<file path="config.mk">
export PLATFORM = sky130hd
export DESIGN_NAME = cond_select_unit
export DESIGN_NICKNAME = d
export VERILOG_FILES = /design/src/rtl/csel_pkg.sv /design/src/rtl/csel_flag_reg.sv /design/src/rtl/csel_cond_eval.sv /design/src/rtl/csel_select_core.sv /design/src/rtl/cond_select_unit.sv
export SDC_FILE = /design/constraint.sdc
export NUM_CORES = 1
export LEC_CHECK = 0
export ABC_AREA = 1
export ABC_CLOCK_PERIOD_IN_PS = 2950
export CORE_ASPECT_RATIO = 1.75
export CORE_MARGIN = 10
export CORE_UTILIZATION = 32
export CTS_CLUSTER_DIAMETER = 50
export DETAILED_ROUTE_END_ITERATION = 7
export SLEW_MARGIN = 20
export SYNTH_ARGS = -nofsm -noshare
export SYNTH_HDL_FRONTEND = slang
export SYNTH_SLANG_ARGS = --single-unit
</file>
<file path="constraint.sdc">
create_clock -name clk -period 2.95 [get_ports clk]
set_input_delay 0.59 -clock clk [delete_from_list [all_inputs] [get_ports clk]]
set_output_delay 0.59 -clock clk [all_outputs]
set_load 0.03 [all_outputs]
</file>
<file path="src/rtl/csel_pkg.sv">
package csel_pkg;

  typedef struct packed {
    logic n;
    logic z;
    logic c;
    logic v;
  } nzcv_t;

  localparam logic [2:0] OP_SEL  = 3'd0;
  localparam logic [2:0] OP_SINC = 3'd1;
  localparam logic [2:0] OP_SINV = 3'd2;
  localparam logic [2:0] OP_SNEG = 3'd3;
  localparam logic [2:0] OP_SET  = 3'd4;
  localparam logic [2:0] OP_SETM = 3'd5;

  localparam logic [2:0] CC_ALWAYS_PAIR = 3'b111;

endpackage

</file>
<file path="src/rtl/csel_flag_reg.sv">
module csel_flag_reg
  import csel_pkg::*;
(
  input  logic  clk,
  input  logic  rst,
  input  logic  wr_en,
  input  nzcv_t flag_d,
  output nzcv_t flag_q
);

  always_ff @(posedge clk) begin
    if (rst) begin
      flag_q <= '0;
    end else if (wr_en) begin
      flag_q <= flag_d;
    end
  end

  // the register holds without a strobe
  p_hold_r2: assert property (@(posedge clk) disable iff (rst)
    !wr_en |=> (flag_q == $past(flag_q)));

  // the register loads on a strobe
  p_load_r2: assert property (@(posedge clk) disable iff (rst)
    wr_en |=> (flag_q == $past(flag_d)));

endmodule

</file>
<file path="src/rtl/csel_cond_eval.sv">
module csel_cond_eval
  import csel_pkg::*;
(
  input  nzcv_t      flags,
  input  logic [3:0] code,
  output logic       pass
);

  logic base;

  always_comb begin
    case (code[3:1])
      3'd0:    base = flags.z;
      3'd1:    base = flags.c;
      3'd2:    base = flags.n;
      3'd3:    base = flags.v;
      3'd4:    base = flags.c & ~flags.z;
      3'd5:    base = (flags.n == flags.v);
      3'd6:    base = ~flags.z & (flags.n == flags.v);
      default: base = 1'b1;
    endcase
    // odd codes complement their even partner, except the always pair
    if (code[0] && (code[3:1] != CC_ALWAYS_PAIR)) begin
      pass = ~base;
    end else begin
      pass = base;
    end
  end

endmodule

</file>
<file path="src/rtl/csel_select_core.sv">
module csel_select_core
  import csel_pkg::*;
#(
  parameter int DATA_W = 64
) (
  input  logic [DATA_W-1:0] a,
  input  logic [DATA_W-1:0] b,
  input  logic [2:0]        op,
  input  logic              pass_dir,
  input  logic              pass_inv,
  input  logic              w32,
  output logic [DATA_W-1:0] y
);

  localparam int HALF_W = DATA_W / 2;
  localparam logic [DATA_W-1:0] ONE = {{(DATA_W-1){1'b0}}, 1'b1};
  localparam logic [DATA_W-1:0] LOW_MASK = {{(DATA_W-HALF_W){1'b0}}, {HALF_W{1'b1}}};

  logic              set_form;
  logic              take_a;
  logic [DATA_W-1:0] mask;
  logic [DATA_W-1:0] a_e;
  logic [DATA_W-1:0] b_e;
  logic [DATA_W-1:0] alt;

  always_comb begin
    set_form = (op == OP_SET) || (op == OP_SETM);
    // set forms use the inverted condition with zero operands
    take_a   = set_form ? pass_inv : pass_dir;
    mask     = w32 ? LOW_MASK : {DATA_W{1'b1}};
    a_e      = set_form ? '0 : (a & mask);
    b_e      = set_form ? '0 : (b & mask);
    case (op)
      OP_SINC, OP_SET:  alt = b_e + ONE;
      OP_SINV, OP_SETM: alt = ~b_e;
      OP_SNEG:          alt = ~b_e + ONE;
      default:          alt = b_e;
    endcase
    y = (take_a ? a_e : alt) & mask;
  end

endmodule

</file>
<file path="src/rtl/cond_select_unit.sv">
module cond_select_unit
  import csel_pkg::*;
#(
  parameter int DATA_W = 64
) (
  input  logic              clk,
  input  logic              rst,
  input  logic              flag_wr,
  input  logic [3:0]        flag_in,
  input  logic [3:0]        cond,
  input  logic [2:0]        op,
  input  logic              word32,
  input  logic [DATA_W-1:0] opa,
  input  logic [DATA_W-1:0] opb,
  output logic [3:0]        flags_q,
  output logic              cond_pass,
  output logic [DATA_W-1:0] res
);

  localparam int N_EVAL = 2;

  nzcv_t             flag_d;
  nzcv_t             flag_cur;
  logic [N_EVAL-1:0] pass_v;
  logic [DATA_W-1:0] sel_y;

  assign flag_d  = flag_in;
  assign flags_q = flag_cur;

  csel_flag_reg u_flags (
    .clk    (clk),
    .rst    (rst),
    .wr_en  (flag_wr),
    .flag_d (flag_d),
    .flag_q (flag_cur)
  );

  // evaluator 0 tests the code as given, evaluator 1 its inverse
  for (genvar gi = 0; gi < N_EVAL; gi++) begin : g_eval
    csel_cond_eval u_eval (
      .flags (flag_cur),
      .code  (cond ^ 4'(gi)),
      .pass  (pass_v[gi])
    );
  end

  csel_select_core #(.DATA_W(DATA_W)) u_core (
    .a        (opa),
    .b        (opb),
    .op       (op),
    .pass_dir (pass_v[0]),
    .pass_inv (pass_v[1]),
    .w32      (word32),
    .y        (sel_y)
  );

  always_ff @(posedge clk) begin
    if (rst) begin
      res       <= '0;
      cond_pass <= 1'b0;
    end else begin
      res       <= sel_y;
      cond_pass <= pass_v[0];
    end
  end

  // the always pair passes one cycle later
  p_always_r5: assert property (@(posedge clk) disable iff (rst)
    (cond[3:1] == CC_ALWAYS_PAIR) |=> cond_pass);

  // narrow mode leaves the upper half clear
  p_narrow_r12: assert property (@(posedge clk) disable iff (rst)
    word32 |=> (res[DATA_W-1:DATA_W/2] == '0));

  // the set form mirrors the outcome of the condition
  p_set_r10: assert property (@(posedge clk) disable iff (rst)
    ((op == OP_SET) && (cond[3:1] != CC_ALWAYS_PAIR)) |=>
      (res == {{(DATA_W-1){1'b0}}, cond_pass}));

  // plain select with an always code forwards operand A
  p_plain_r6: assert property (@(posedge clk) disable iff (rst)
    ((op == OP_SEL) && !word32 && (cond[3:1] == CC_ALWAYS_PAIR)) |=>
      (res == $past(opa)));

  // the all-ones form yields zero or a full word
  p_setm_r11: assert property (@(posedge clk) disable iff (rst)
    ((op == OP_SETM) && !word32) |=> ((res == '0) || (&res)));

endmodule

</file>
# After elaboration in Yosys (flattened, before gate mapping)
# Cells that the tools add are included.
word_totals:
  elab_cells: 45
  in_bits: 143
  reg_bits: 69
  output_inout_bits: 69
op_classes:
  n_bitwise: 9
  reduce_logical: 6
  mux: 9
  add_sub_neg: 2
  eq_ne: 13
op_table:
  columns: ["cell", "count"]
  rows:
  - ["two-way mux 64 bit", 4]
  - ["AND 64 bit", 3]
  - ["one-hot mux 64 bit (3 select lines)", 1]
  - ["adder 64 x 1 -> 64 bit (second input constant)", 2]
  - ["inverter 64 bit", 1]
  - ["== test 3 bit (second input constant)", 5]
  - ["== test 3 x 2 -> 1 bit (second input constant)", 4]
  - ["one-hot mux 1 bit (7 select lines)", 1]
  - ["== test 3 x 1 -> 1 bit (second input constant)", 2]
  - ["OR reduction 2 bit", 2]
  - ["logical NOT 3 bit", 1]
  - ["two-way mux 1 bit", 3]
  - ["inequality test 3 bit (second input constant)", 1]
  - ["inverter 1 bit", 3]
  - ["AND 1 bit", 2]
  - ["logical AND 1 bit", 2]
  - ["== test 1 bit", 1]
  - ["logical OR 1 bit", 1]

# Longest topological paths before layout
logic_depth:
  depth_word: 8
  mapped_depth: 16
  mapped_depth_nobuf: 15

# By module
# Synthesis repeated with hierarchy kept, for this count alone.
unflattened:
  cells_unflattened: 1661
  area_unflattened_um2: 8222.9
modules_own_cells:
  columns: ["module", "cells_per_inst", "instances", "seq_area_each_um2", "area_per_inst_um2"]
  rows:
  - ["csel_select_core", 1374, 1, 0.0, 5916.9]
  - ["cond_select_unit", 203, 1, 1301.2, 1865.5]
  - ["csel_cond_eval", 29, 2, 0.0, 133.9]
  - ["csel_flag_reg", 26, 1, 80.1, 172.7]

# Worst setup path after synthesis
# No wires, ideal clock.
synth_path:
  path_kind: "in2reg"
  start: "input op[2]"
  end: "register res[62]"
  setup_time_ns: 0.070
  arrival_ns: 2.188
  n_path_buf: 0
  required_time_ns: 2.880
  setup_slack_ns: 0.692
  path_stages: 14
  path_cell_list: "inv_2 -> nor2_1 -> nor2_1 -> nand2_1 -> nand2_1 -> ha_1 -> inv_1 -> nor2_1 -> nand2_1 -> nor2_1 -> nand2_1 -> nand2_1 -> nand3_1 -> a21oi_1"
synth_between:
  elab_chain_len: 8
  word_cells_on_any_way: 17
  classes_between: "add/sub (2); eq/ne (5); mux (5); bitwise (2); reduce/logical (3)"
synth_lines:
  columns: ["item", "line", "text"]
  rows:
  - ["start, declared", "cond_select_unit.sv:11", "input logic [2:0] op,"]
  - ["== test 3 bit", "csel_select_core.sv:27, csel_select_core.sv:33", null]
  - ["logical OR 1 bit", "csel_select_core.sv:27", "set_form = (op == OP_SET) || (op == OP_SETM);"]
  - ["two-way mux 64 bit", "csel_select_core.sv:32", "b_e = set_form ? '0 : (b & mask);"]
  - ["inverter 64 bit", "csel_select_core.sv:35, csel_select_core.sv:36", null]
  - ["adder 64 x 1 -> 64 bit", "csel_select_core.sv:36", "OP_SNEG: alt = ~b_e + ONE;"]
  - ["one-hot mux 64 bit (3 select lines)", "csel_select_core.sv:33", "case (op)"]
  - ["two-way mux 64 bit (*)", "csel_select_core.sv:39", "y = (take_a ? a_e : alt) & mask;"]
  - ["AND 64 bit (*)", "csel_select_core.sv:39", null]
  - ["end signal, assigned", "cond_select_unit.sv:62", "res <= sel_y;"]
  - ["end, declared", "cond_select_unit.sv:17", "output logic [DATA_W-1:0] res"]
# Mark *: on every way between the ends. The rest lies on a longest branch, timed or not.
# A chain may end at the register's enable or synchronous reset.

# Worst setup path in the final report
layout_path:
  start: "input word32"
  end: "register res[44]"
layout_between:
  elab_chain_len: 8
  word_cells_on_any_way: 11
  classes_between: "add/sub (2); mux (5); bitwise (4)"
layout_lines:
  columns: ["item", "line", "text"]
  rows:
  - ["start, declared", "cond_select_unit.sv:12", "input logic word32,"]
  - ["two-way mux 64 bit (*)", "csel_select_core.sv:30", "mask = w32 ? LOW_MASK : {DATA_W{1'b1}};"]
  - ["AND 64 bit", "csel_select_core.sv:32", null]
  - ["two-way mux 64 bit", "csel_select_core.sv:32", null]
  - ["inverter 64 bit", "csel_select_core.sv:35, csel_select_core.sv:36", null]
  - ["adder 64 x 1 -> 64 bit", "csel_select_core.sv:36", null]
  - ["one-hot mux 64 bit (3 select lines)", "csel_select_core.sv:33", null]
  - ["two-way mux 64 bit", "csel_select_core.sv:39", null]
  - ["AND 64 bit (*)", "csel_select_core.sv:39", null]
# Marks and branches as above.

==> metrics.md <==
| Metric | Value |
|---|---|
| Via count | `10900` |
| Fill count | `2538` |
| Clock latency on the worst-skew pair | `380 ps` |
| Crit path time final | `2800 ps` |
| Diodes inserted | `0` |
| CP Capture Type | `register` |
| Crit path launch type | `input port` |
| Synth warnings | `0` |
| Final RePlAce weighted congestion | `1.01` |
| FP Rows | `73` |
| Status | `completed` |
| Leakage power | `0.00589 uW` |
| Total GRT Usage | `27.3%` |
| Hold_sp | `u_flags.flag_q[1]` |
| Initial Util | `32.3%` |
| Relative slew margins | `64.9%` |
| Worst-Margin Slew | `522 ps` |
| Tcrit/Tclk final | `94.8%` |
| Family with the most delay on the worst path | `simple AND/OR/NAND/NOR gates` |
| Final WS setup | `153 ps` |
| Worst vdd ir | `0.000353 V` |
| Htree depth | `3` |
| Max incr delay on CP | `420 ps` |
| Clk sinks | `69` |
| Via density | `4.89` |
| Syn_nets | `1673` |
| Crit-path cells | `clkdlybuf4s50_1 -> buf_4 -> nor2_1 -> nand2_1 -> nand2_1 -> nand2_1 -> nor2_1 -> nand2_1 -> nor2_1 -> nand2_1 -> nor2_1 -> buf_4 -> nand2_1 -> nand2_1 -> nand3_1 -> a21oi_1` |
| Synth Area per Inst | `4.78 sq um` |
| Largest net degree at the start of global routing | `61` |
| Critical path class | `input port to register` |
| 1st-iter DRT viols | `626` |
| Hold Buf Count CTS | `0` |
| Final Max Slew Viols | `0` |
| Max-cap violations | `0` |
| Pwr dens | `345 nW/um^2` |
| Initial antenna violation count | `1` |
| Ports | `212` |
| Netlist Area Pre-Place | `7310 sq um` |
| Post-layout util | `53.2%` |
| Register area share after synthesis | `18.9%` |
| Total overflow reported by the global router | `0` |
| Die width | `134 microns` |
| CTS tree | `done` |
| Die Area | `29500 sq um` |
| Dpl ws | `-658 ps` |
| Drt drc | `0` |
| Clk_skew | `5.87 ps` |
| DRT antenna net count | `0` |
| CP most frequent cell | `nand2_1` |
| Final hold slack | `523 ps` |
| Library cells used by synthesis | `24` |
| CP required | `3270 ps` |
| RSZ-0062 raised after global routing | `true` |
| Drt pass-1 iters | `6` |
| Clock Tree Buf Depth | `2` |
| Number of buffers created by CTS | `9` |
| Final wirelength | `41700 microns` |
| Crit-path max FO | `11` |
| Number of global-route vias before repair | `10800` |
| Crit. Startpoint | `word32` |
| Post-detail-place hpwl | `33800 microns` |
| Share of layout cells above drive strength 1 | `16.5%` |
| Gate Count Post-Synth | `1529` |
| Crit-path slowest cell | `clkdlybuf4s50_1` |
| Endpoints failing hold | `0` |
| Synth Register Bits | `69` |
| HP Class | `register to register` |
| Critical path arrival | `3110 ps` |
| Die Ht | `220 microns` |
| Core area | `22700 sq um` |
| Final setup fails | `0` |
| Achievable Freq | `357 MHz` |
| Root buf cell | `clkbuf_16` |
| PortBufs | `211` |
| CP bufs+invs | `3` |
| Tot Pwr | `4160 uW` |
| Final #Nets | `2063` |
| CTS clock-pin slew for the worst setup and hold paths | `70 ps` |
| Critical R2R Launch | `u_flags.flag_q[2]` |
| WL/cell | `18.7 microns` |
| First-pass GRT wire length | `61500 microns` |
| Area grow syn2layout | `65.1%` |
## through the flow
step,cell area [sq um],setup TNS (ps),std cells
6_report,12100,0,2224
2_1_floorplan,7310,0,1529
3_3_place_gp,11500,-18950,2204
3_5_place_dp,11500,-20420,2204
4_1_cts,11900,-45.6,2220
5_1_grt,12100,0,2224
## cells in the mapped netlist
cell type | number | area share (%)
a21oi_1 | 80 | 5.5
buf_1 | 12 | 0.62
buf_2 | 8 | 0.55
clkbuf_1 | 47 | 2.4
clkinv_1 | 1 | 0.051
dfxtp_1 | 69 | 19
ha_1 | 1 | 0.17
inv_1 | 110 | 5.7
inv_2 | 6 | 0.31
nand2_1 | 692 | 36
nand2_2 | 1 | 0.086
nand3_1 | 130 | 8.9
nand3_2 | 1 | 0.14
nand3b_1 | 1 | 0.10
nand4_1 | 2 | 0.17
nor2_1 | 273 | 14
nor2_2 | 3 | 0.26
nor3_1 | 1 | 0.068
o211ai_1 | 6 | 0.62
o21ai_0 | 79 | 5.4
o21ai_1 | 3 | 0.21
o21bai_1 | 1 | 0.10
or2_2 | 1 | 0.086
xor2_1 | 1 | 0.12
## worst paths after layout
check                      end  slack, ps  depth (start not counted)
min          u_flags.flag_q[1]        520                          2
max                    res[44]        150                         16
min reg2reg  u_flags.flag_q[1]        520                          2
max reg2reg            res[12]        970                         13
## repair_timing
item                                    4_1_cts  5_1_grt
resized for setup                            27       43
endpoints found under the setup margin       13       55
pin swaps                                     1        3
setup buffers                                 0        1
gates cloned                                  0        3
## cell families after synthesis
logic type	synth area share, %
compound gates	11.8
xor+xnor	0.120
simple gates	59.4
fa+ha+maj	0.171
buf+inv	9.59
flops	18.9
## power breakdown
group | total (uW) | switching, uW | internal, uW
logic | 1820 | 1050 | 767
clock network | 1280 | 522 | 762
registers | 1060 | 32.2 | 1030
total | 4160 | 1600 | 2550
## routing by layer
metal | up-vias | wire length, microns | track usage (%)
met5 | - | 13 | 0
met4 | 2 | 2000 | 15.0
met3 | 79 | 1690 | 3.74
met2 | 295 | 22900 | 53.1
met1 | 4952 | 15000 | 26.9
li1 | 5540 | - | -
## cell type report
class,instances,area [sq um],area share [%]
clock buffers,10,239,1.98
clock inverters,6,86.3,0.716
inverters,117,439,3.64
multi-input cells,1276,5420,45.0
flip-flops and latches,69,1380,11.5
well taps,300,375,3.11
repair buffers,446,4120,34.1
## placed cells by master, fill, tap and decap left out, drive strengths merged
cell             n
nand2          693
nor2           276
buf            232
clkdlybuf4s50  208
nand3          131
inv            116
o21ai           82
a21oi           80
dfxtp           69
clkbuf          13
o211ai           6
clkinv           4
dlymetal6s2s     3
nand4            2
bufinv           2
o21bai           1
or2              1
nand3b           1
xor2             1
nor3             1
ha               1
clkinvlp         1
## worst register-to-register path, delay by kind of cell, from the launching register on
family / cells / cell delay (ps)
AOI/OAI and AO/OA: 3 / 460
buffers and inverters: 3 / 520
DFF: 1 / 380
and+or+nand+nor: 7 / 520
## sequential cells by signal, summed over array words and instances, names as in the netlist
name            cells
res                64
u_flags.flag_q      4
cond_pass           1
Note: power is estimated with default switching activity, not from simulation.
